===== src/rtl/bt_pkg.sv =====
package bt_pkg;
  typedef enum logic [2:0] {
    ST_IDLE,
    ST_RD,
    ST_DRAIN,
    ST_WR,
    ST_WACK
  } bt_state_e;

  localparam logic [2:0] CTI_CLASSIC = 3'b000;
  localparam logic [2:0] CTI_INCR    = 3'b010;
  localparam logic [2:0] CTI_END     = 3'b111;
  localparam logic [1:0] BTE_LINEAR  = 2'b00;
endpackage


===== src/rtl/bt_rd_fifo.sv =====
module bt_rd_fifo #(
  parameter int DW    = 32,
  parameter int DEPTH = 8
) (
  input  logic          clk,
  input  logic          rst_n,
  input  logic          push_i,
  input  logic [DW-1:0] data_i,
  input  logic          pop_i,
  input  logic          flush_i,
  output logic [DW-1:0] head_o,
  output logic          empty_o,
  output logic          full_o
);
  localparam int PW  = $clog2(DEPTH);
  localparam int CNW = $clog2(DEPTH + 1);

  logic [DW-1:0]  mem_q [DEPTH];
  logic [PW-1:0]  wp_q, wp_d, rp_q, rp_d;
  logic [CNW-1:0] cnt_q, cnt_d;
  logic           do_push, do_pop;

  assign do_push = push_i && !flush_i;
  assign do_pop  = pop_i && !flush_i;

  always_comb begin
    wp_d  = wp_q;
    rp_d  = rp_q;
    cnt_d = cnt_q;
    if (flush_i) begin
      wp_d  = '0;
      rp_d  = '0;
      cnt_d = '0;
    end else begin
      if (do_push) wp_d = (wp_q == PW'(DEPTH - 1)) ? '0 : wp_q + 1'b1;
      if (do_pop)  rp_d = (rp_q == PW'(DEPTH - 1)) ? '0 : rp_q + 1'b1;
      case ({do_push, do_pop})
        2'b10:   cnt_d = cnt_q + 1'b1;
        2'b01:   cnt_d = cnt_q - 1'b1;
        default: cnt_d = cnt_q;
      endcase
    end
  end

  always_ff @(posedge clk or negedge rst_n) begin
    if (!rst_n) begin
      wp_q  <= '0;
      rp_q  <= '0;
      cnt_q <= '0;
    end else begin
      wp_q  <= wp_d;
      rp_q  <= rp_d;
      cnt_q <= cnt_d;
    end
  end

  always_ff @(posedge clk) begin
    if (do_push) mem_q[wp_q] <= data_i;
  end

  assign head_o  = mem_q[rp_q];
  assign empty_o = (cnt_q == '0);
  assign full_o  = (cnt_q == CNW'(DEPTH));

  // the window never holds more words than the buffer can take
  a_r3_no_overflow: assert property (@(posedge clk) disable iff (!rst_n)
    !(push_i && !flush_i && full_o && !pop_i));
  // a beat is only handed back when a word is waiting
  a_r4_no_underflow: assert property (@(posedge clk) disable iff (!rst_n)
    !(pop_i && empty_o));
endmodule


===== src/rtl/bt_inflight.sv =====
module bt_inflight #(
  parameter int CW  = 4,
  parameter int MAX = 8
) (
  input  logic          clk,
  input  logic          rst_n,
  input  logic          inc_i,
  input  logic          dec_i,
  output logic [CW-1:0] cnt_o,
  output logic          zero_o
);
  logic [CW-1:0] cnt_q, cnt_d;

  always_comb begin
    case ({inc_i, dec_i})
      2'b10:   cnt_d = cnt_q + 1'b1;
      2'b01:   cnt_d = cnt_q - 1'b1;
      default: cnt_d = cnt_q;
    endcase
  end

  always_ff @(posedge clk or negedge rst_n) begin
    if (!rst_n) cnt_q <= '0;
    else        cnt_q <= cnt_d;
  end

  assign cnt_o  = cnt_q;
  assign zero_o = (cnt_q == '0);

  // every response matches a posted read
  a_r6_no_stray_response: assert property (@(posedge clk) disable iff (!rst_n)
    dec_i |-> (cnt_q != '0 || inc_i));
  // at most one window of reads is in flight
  a_r3_window_bound: assert property (@(posedge clk) disable iff (!rst_n)
    cnt_q <= CW'(MAX));
endmodule


===== src/rtl/burst_read_bridge.sv =====
module burst_read_bridge
  import bt_pkg::*;
#(
  parameter int AW  = 32,
  parameter int DW  = 32,
  parameter int WIN = 8
) (
  input  logic            clk,
  input  logic            rst_n,
  input  logic            wb_cyc_i,
  input  logic            wb_stb_i,
  input  logic            wb_we_i,
  input  logic [AW-1:0]   wb_adr_i,
  input  logic [DW-1:0]   wb_dat_i,
  input  logic [DW/8-1:0] wb_sel_i,
  input  logic [2:0]      wb_cti_i,
  input  logic [1:0]      wb_bte_i,
  output logic            wb_ack_o,
  output logic [DW-1:0]   wb_dat_o,
  output logic            pm_read_o,
  output logic            pm_write_o,
  output logic [AW-1:0]   pm_addr_o,
  output logic [DW-1:0]   pm_wdata_o,
  output logic [DW/8-1:0] pm_be_o,
  input  logic            pm_waitreq_i,
  input  logic [DW-1:0]   pm_rdata_i,
  input  logic            pm_rvalid_i
);
  localparam int BW = DW / 8;
  localparam int SH = $clog2(BW);
  localparam int CW = $clog2(WIN + 1);

  bt_state_e     st_q, st_d;
  logic [AW-1:0] base_q;
  logic [DW-1:0] wdat_q, dat_q;
  logic [BW-1:0] sel_q;
  logic [CW-1:0] issued_q, limit_q, infl_cnt;
  logic          hold_q, stop_q, ack_q;
  logic          req_ok, is_burst, abort_now, abort_eff, more;
  logic          rd_cmd, rd_go, wr_go, ack_d, done_rd, flush;
  logic          ff_push, ff_empty, ff_full, infl_zero;
  logic [DW-1:0] ff_head;

  // Request qualification and issue control
  assign req_ok    = wb_cyc_i && wb_stb_i && !ack_q;
  assign is_burst  = (wb_cti_i == CTI_INCR) && (wb_bte_i == BTE_LINEAR);
  assign abort_now = !wb_cyc_i || (ack_q && wb_cti_i == CTI_END);
  assign abort_eff = abort_now || stop_q;
  assign more      = issued_q < limit_q;
  assign rd_cmd    = (st_q == ST_RD) && more && (!abort_eff || hold_q);
  assign rd_go     = rd_cmd && !pm_waitreq_i;
  assign wr_go     = (st_q == ST_WR) && !pm_waitreq_i;
  assign ack_d     = (st_q == ST_RD) && !abort_eff && req_ok && !ff_empty;
  assign ff_push   = pm_rvalid_i && (st_q == ST_RD) && !abort_eff;
  assign done_rd   = !more && infl_zero && ff_empty;

  bt_rd_fifo #(.DW(DW), .DEPTH(WIN)) u_fifo (
    .clk(clk), .rst_n(rst_n),
    .push_i(ff_push), .data_i(pm_rdata_i),
    .pop_i(ack_d), .flush_i(flush),
    .head_o(ff_head), .empty_o(ff_empty), .full_o(ff_full)
  );

  bt_inflight #(.CW(CW), .MAX(WIN)) u_inflight (
    .clk(clk), .rst_n(rst_n),
    .inc_i(rd_go), .dec_i(pm_rvalid_i),
    .cnt_o(infl_cnt), .zero_o(infl_zero)
  );

  // Next state
  always_comb begin
    st_d  = st_q;
    flush = 1'b0;
    case (st_q)
      ST_IDLE:  if (req_ok && infl_zero) st_d = wb_we_i ? ST_WR : ST_RD;
      ST_RD: begin
        if (abort_eff && !(rd_cmd && pm_waitreq_i)) begin
          st_d  = ST_DRAIN;
          flush = 1'b1;
        end else if (done_rd && !abort_eff) begin
          st_d = ST_IDLE;
        end
      end
      ST_DRAIN: if (infl_zero) st_d = ST_IDLE;
      ST_WR:    if (!pm_waitreq_i) st_d = ST_WACK;
      ST_WACK:  st_d = ST_IDLE;
      default:  st_d = ST_IDLE;
    endcase
  end

  // Registers
  always_ff @(posedge clk or negedge rst_n) begin
    if (!rst_n) begin
      st_q     <= ST_IDLE;
      base_q   <= '0;
      wdat_q   <= '0;
      sel_q    <= '0;
      issued_q <= '0;
      limit_q  <= '0;
      hold_q   <= 1'b0;
      stop_q   <= 1'b0;
      ack_q    <= 1'b0;
      dat_q    <= '0;
    end else begin
      st_q   <= st_d;
      ack_q  <= ack_d || wr_go;
      hold_q <= rd_cmd && pm_waitreq_i;
      if (ack_d) dat_q <= ff_head;
      if (st_q == ST_IDLE && st_d != ST_IDLE) begin
        base_q   <= wb_adr_i;
        wdat_q   <= wb_dat_i;
        sel_q    <= wb_sel_i;
        issued_q <= '0;
        limit_q  <= (!wb_we_i && is_burst) ? CW'(WIN) : CW'(1);
        stop_q   <= 1'b0;
      end else begin
        if (rd_go) issued_q <= issued_q + 1'b1;
        if (st_q == ST_RD && abort_now) stop_q <= 1'b1;
      end
    end
  end

  assign pm_read_o  = rd_cmd;
  assign pm_write_o = (st_q == ST_WR);
  assign pm_addr_o  = (st_q == ST_WR) ? base_q : base_q + (AW'(issued_q) << SH);
  assign pm_wdata_o = wdat_q;
  assign pm_be_o    = (st_q == ST_WR) ? sel_q : '1;
  assign wb_ack_o   = ack_q;
  assign wb_dat_o   = dat_q;

  // an idle bridge drives no command
  a_r1_idle_quiet: assert property (@(posedge clk) disable iff (!rst_n)
    (st_q == ST_IDLE) |-> (!pm_read_o && !pm_write_o));
  // stalled read stays put
  a_r8_rd_hold: assert property (@(posedge clk) disable iff (!rst_n)
    (pm_read_o && pm_waitreq_i) |=> (pm_read_o && $stable(pm_addr_o)));
  // stalled write stays put
  a_r8_wr_hold: assert property (@(posedge clk) disable iff (!rst_n)
    (pm_write_o && pm_waitreq_i) |=>
      (pm_write_o && $stable(pm_addr_o) && $stable(pm_wdata_o) && $stable(pm_be_o)));
  // one ack clock per beat
  a_r9_ack_pulse: assert property (@(posedge clk) disable iff (!rst_n)
    wb_ack_o |=> !wb_ack_o);
  // no new read once the master has left the cycle
  a_r5_stop_on_drop: assert property (@(posedge clk) disable iff (!rst_n)
    (!wb_cyc_i && !hold_q) |-> !pm_read_o);
  // a new access starts only with nothing in flight
  a_r6_idle_drained: assert property (@(posedge clk) disable iff (!rst_n)
    (st_q == ST_IDLE) |-> (infl_cnt == '0));
endmodule


===== config.mk =====
export PLATFORM = sky130hd
export DESIGN_NAME = burst_read_bridge
export DESIGN_NICKNAME = d
export VERILOG_FILES = /design/src/rtl/bt_pkg.sv /design/src/rtl/bt_rd_fifo.sv /design/src/rtl/bt_inflight.sv /design/src/rtl/burst_read_bridge.sv
export SDC_FILE = /design/constraint.sdc
export NUM_CORES = 1
export LEC_CHECK = 0
export BUFFER_PORTS_ARGS = -buffer_cell sky130_fd_sc_hd__clkbuf_2
export CORE_UTILIZATION = 52
export DETAILED_ROUTE_END_ITERATION = 16
export GPL_TIMING_DRIVEN = 1
export HOLD_SLACK_MARGIN = 0.06
export PLACE_DENSITY = 0.75
export SLEW_MARGIN = 25
export SYNTH_ARGS = -nofsm -noshare
export SYNTH_HDL_FRONTEND = slang
export SYNTH_HIERARCHICAL = 1
export SYNTH_SLANG_ARGS = --single-unit

===== constraint.sdc =====
create_clock -name clk -period 4.3 [get_ports clk]
set_input_delay 0.86 -clock clk [delete_from_list [all_inputs] [get_ports clk]]
set_output_delay 0.86 -clock clk [all_outputs]
set_load 0.005 [all_outputs]

==> out/metrics.cfg <==
[drt]
antenna_left = 0
drtIter0Drc = 674
drt-wirelength-per-cell_um = 19.0
vias_per_cell = 5.42
via_count = 8965
routed_wirelength_um = 31400
first_pass_iters = 5
drc = 0

[pwr]
p_leak_uw = 0.00750
power_density_nw_per_um2 = 525
peakVddDrop_mv = 0.378
power_uw = 9720

[clock_tree]
clock_latency_ns = 0.53
cts_buffers = 39
path_clk_slew_ns = 0.06
cts_root_buf = clkbuf_16
cts_tree = yes
cts_setup_buffers = 0
clock-sinks = 382
htreeDepth = 2
cts.repair.resized = 0
cts_hold_buffers = 0
clk_path_buf_depth = 3

[global_route]
gr-total-overflow = 0
grt_pass1_wl_um = 49600
grt_pass1_vias = 9075
grt_antenna_before_repair = 1
grt_max_degree = 103
track_usage = 0.209

[finish]
stdcell_count = 1655
syn_to_final_growth_pct = 18.4
drive_gt1_frac = 0.334
diodes = 0
fin_nets = 1361
nFillCells = 2137
final_common_cell = edfxtp_1
final_cell_mix = edfxtp_1, nand2_1, clkbuf_2

[floorplanning]
die-area_um2 = 30700
placeableCoreArea_um2 = 29600
rows = 63
die_w_um = 175
die_h_um = 175
start_util = 0.527
pin_count = 215

[critical_path]
end_kind = output pin
path_buf_inv = 2
path_delay_family = simple AND/OR/NAND/NOR gates
slowest_delay_ns = 0.45
arrival_ns = 2.92
required_ns = 3.44
cp-start-kind = flip-flop
crit-reg2reg-launch = issued_q[1]
slowest_stage = nor4_2
cp_cell_sequence = ha_1 -> inv_1 -> fa_1 -> nand2b_1 -> o2bb2ai_1 -> nor4_2 -> nand4_1 -> xnor2_1 -> clkbuf_2
r2r.worst_path.cells = 7
r2r_setup_slack_ns = 1.10
path_class = reg2out
cp_max_fo = 5
crit_start = issued_q[0]
r2r_end = u_fifo/mem_q[2][17]

[logic_synthesis]
syn_nets = 1128
syn_area_per_cell_um2 = 15.6
netlist_area_um2 = 15600
syn_inst = 1001
ys_warn_count = 6

[sta]
final.setup.tns_ns = 0
hold_viol_final = 0
post-route-min-period_ns = 3.78
tightest_slew_ns = 0.960
final_max_slew_viol_count = 0
min_period_over_period = 0.880
setup_viol_count_final = 0
max_freq_mhz = 264
rsz0062_at_grt = false
fin_worst_skew_ns = 0.0128
max_slew_margin = 0.360

[placement]
place_congestion = 0.828
dp.cells = 1583
dp_hpwl_um = 19800
portBuffers = 214

[flow_run]
maxCapViolCount = 0

[worst_hold_path]
hold_path.class = in2async

[run_status]
status = finished, final reports clean

-- final cells by class --
type,instances,area (µm²),area share
Clock buffer,50,1090,0.0588
Clock inverter,22,145,0.00785
Inverter,13,48.8,0.00264
Multi-Input combinational cell,561,4570,0.247
Sequential cell,382,10800,0.586
Tap cell,390,488,0.0264
Timing Repair Buffer,237,1320,0.0711
-- state kept, by name, summed over array words and instances, names as in the netlist --
register          flops
pm_wdata_o           32
u_fifo/cnt_q          4
wb_ack_o              1
u_fifo/mem_q        256
issued_q              4
u_fifo/wp_q           3
hold_q                1
u_inflight/cnt_o      4
wb_dat_o             32
st_q                  3
limit_q               2
base_q               32
sel_q                 4
u_fifo/rp_q           3
stop_q                1
-- worst max path at each step --
stage	to	cells after the start
final	pm_addr_o[30]	9
after CTS	pm_addr_o[30]	9
after detailed placement	u_fifo/cnt_q[3]	13
after global placement	u_fifo/cnt_q[3]	13
after global routing	pm_addr_o[30]	9
after floorplan	u_fifo/mem_q[2][0]	6
-- worst register-to-register path, cell delays in order (launching register included) --
cell and delay, ns:
dfrtp_1 0.43, or4b_4 0.57, a21oi_4 0.24, a31oi_1 0.11, buf_4 0.19, or3b_2 0.61, nor2_4 0.47, buf_12 0.27
-- power by group --
group | internal, µW | switching [µW]
combinational | 963 | 794
clock | 1860 | 1360
sequential | 4340 | 416
-- per-layer routing --
metal / track usage / part of all wire
met4: 0.0685 / 0.029
met1: 0.280 / 0.41
met3: 0.0385 / 0.058
met2: 0.346 / 0.50
met5: 0 / 0.00035
-- per-stage QoR --
step | setup slack [ns] | hold WS (ns) | area, µm² | utilization
4_1_cts | 0.309 | 0.475 | 18500 | 0.624
2_1_floorplan | 0.336 | 0.438 | 15600 | -
6_report | 0.515 | 0.409 | 18500 | 0.624
3_3_place_gp | 0.923 | 0.450 | 17300 | 0.582
5_1_grt | 0.279 | 0.481 | 18500 | 0.624
3_5_place_dp | 0.799 | 0.459 | 17300 | 0.582
Power figures use the tool's default switching activity.
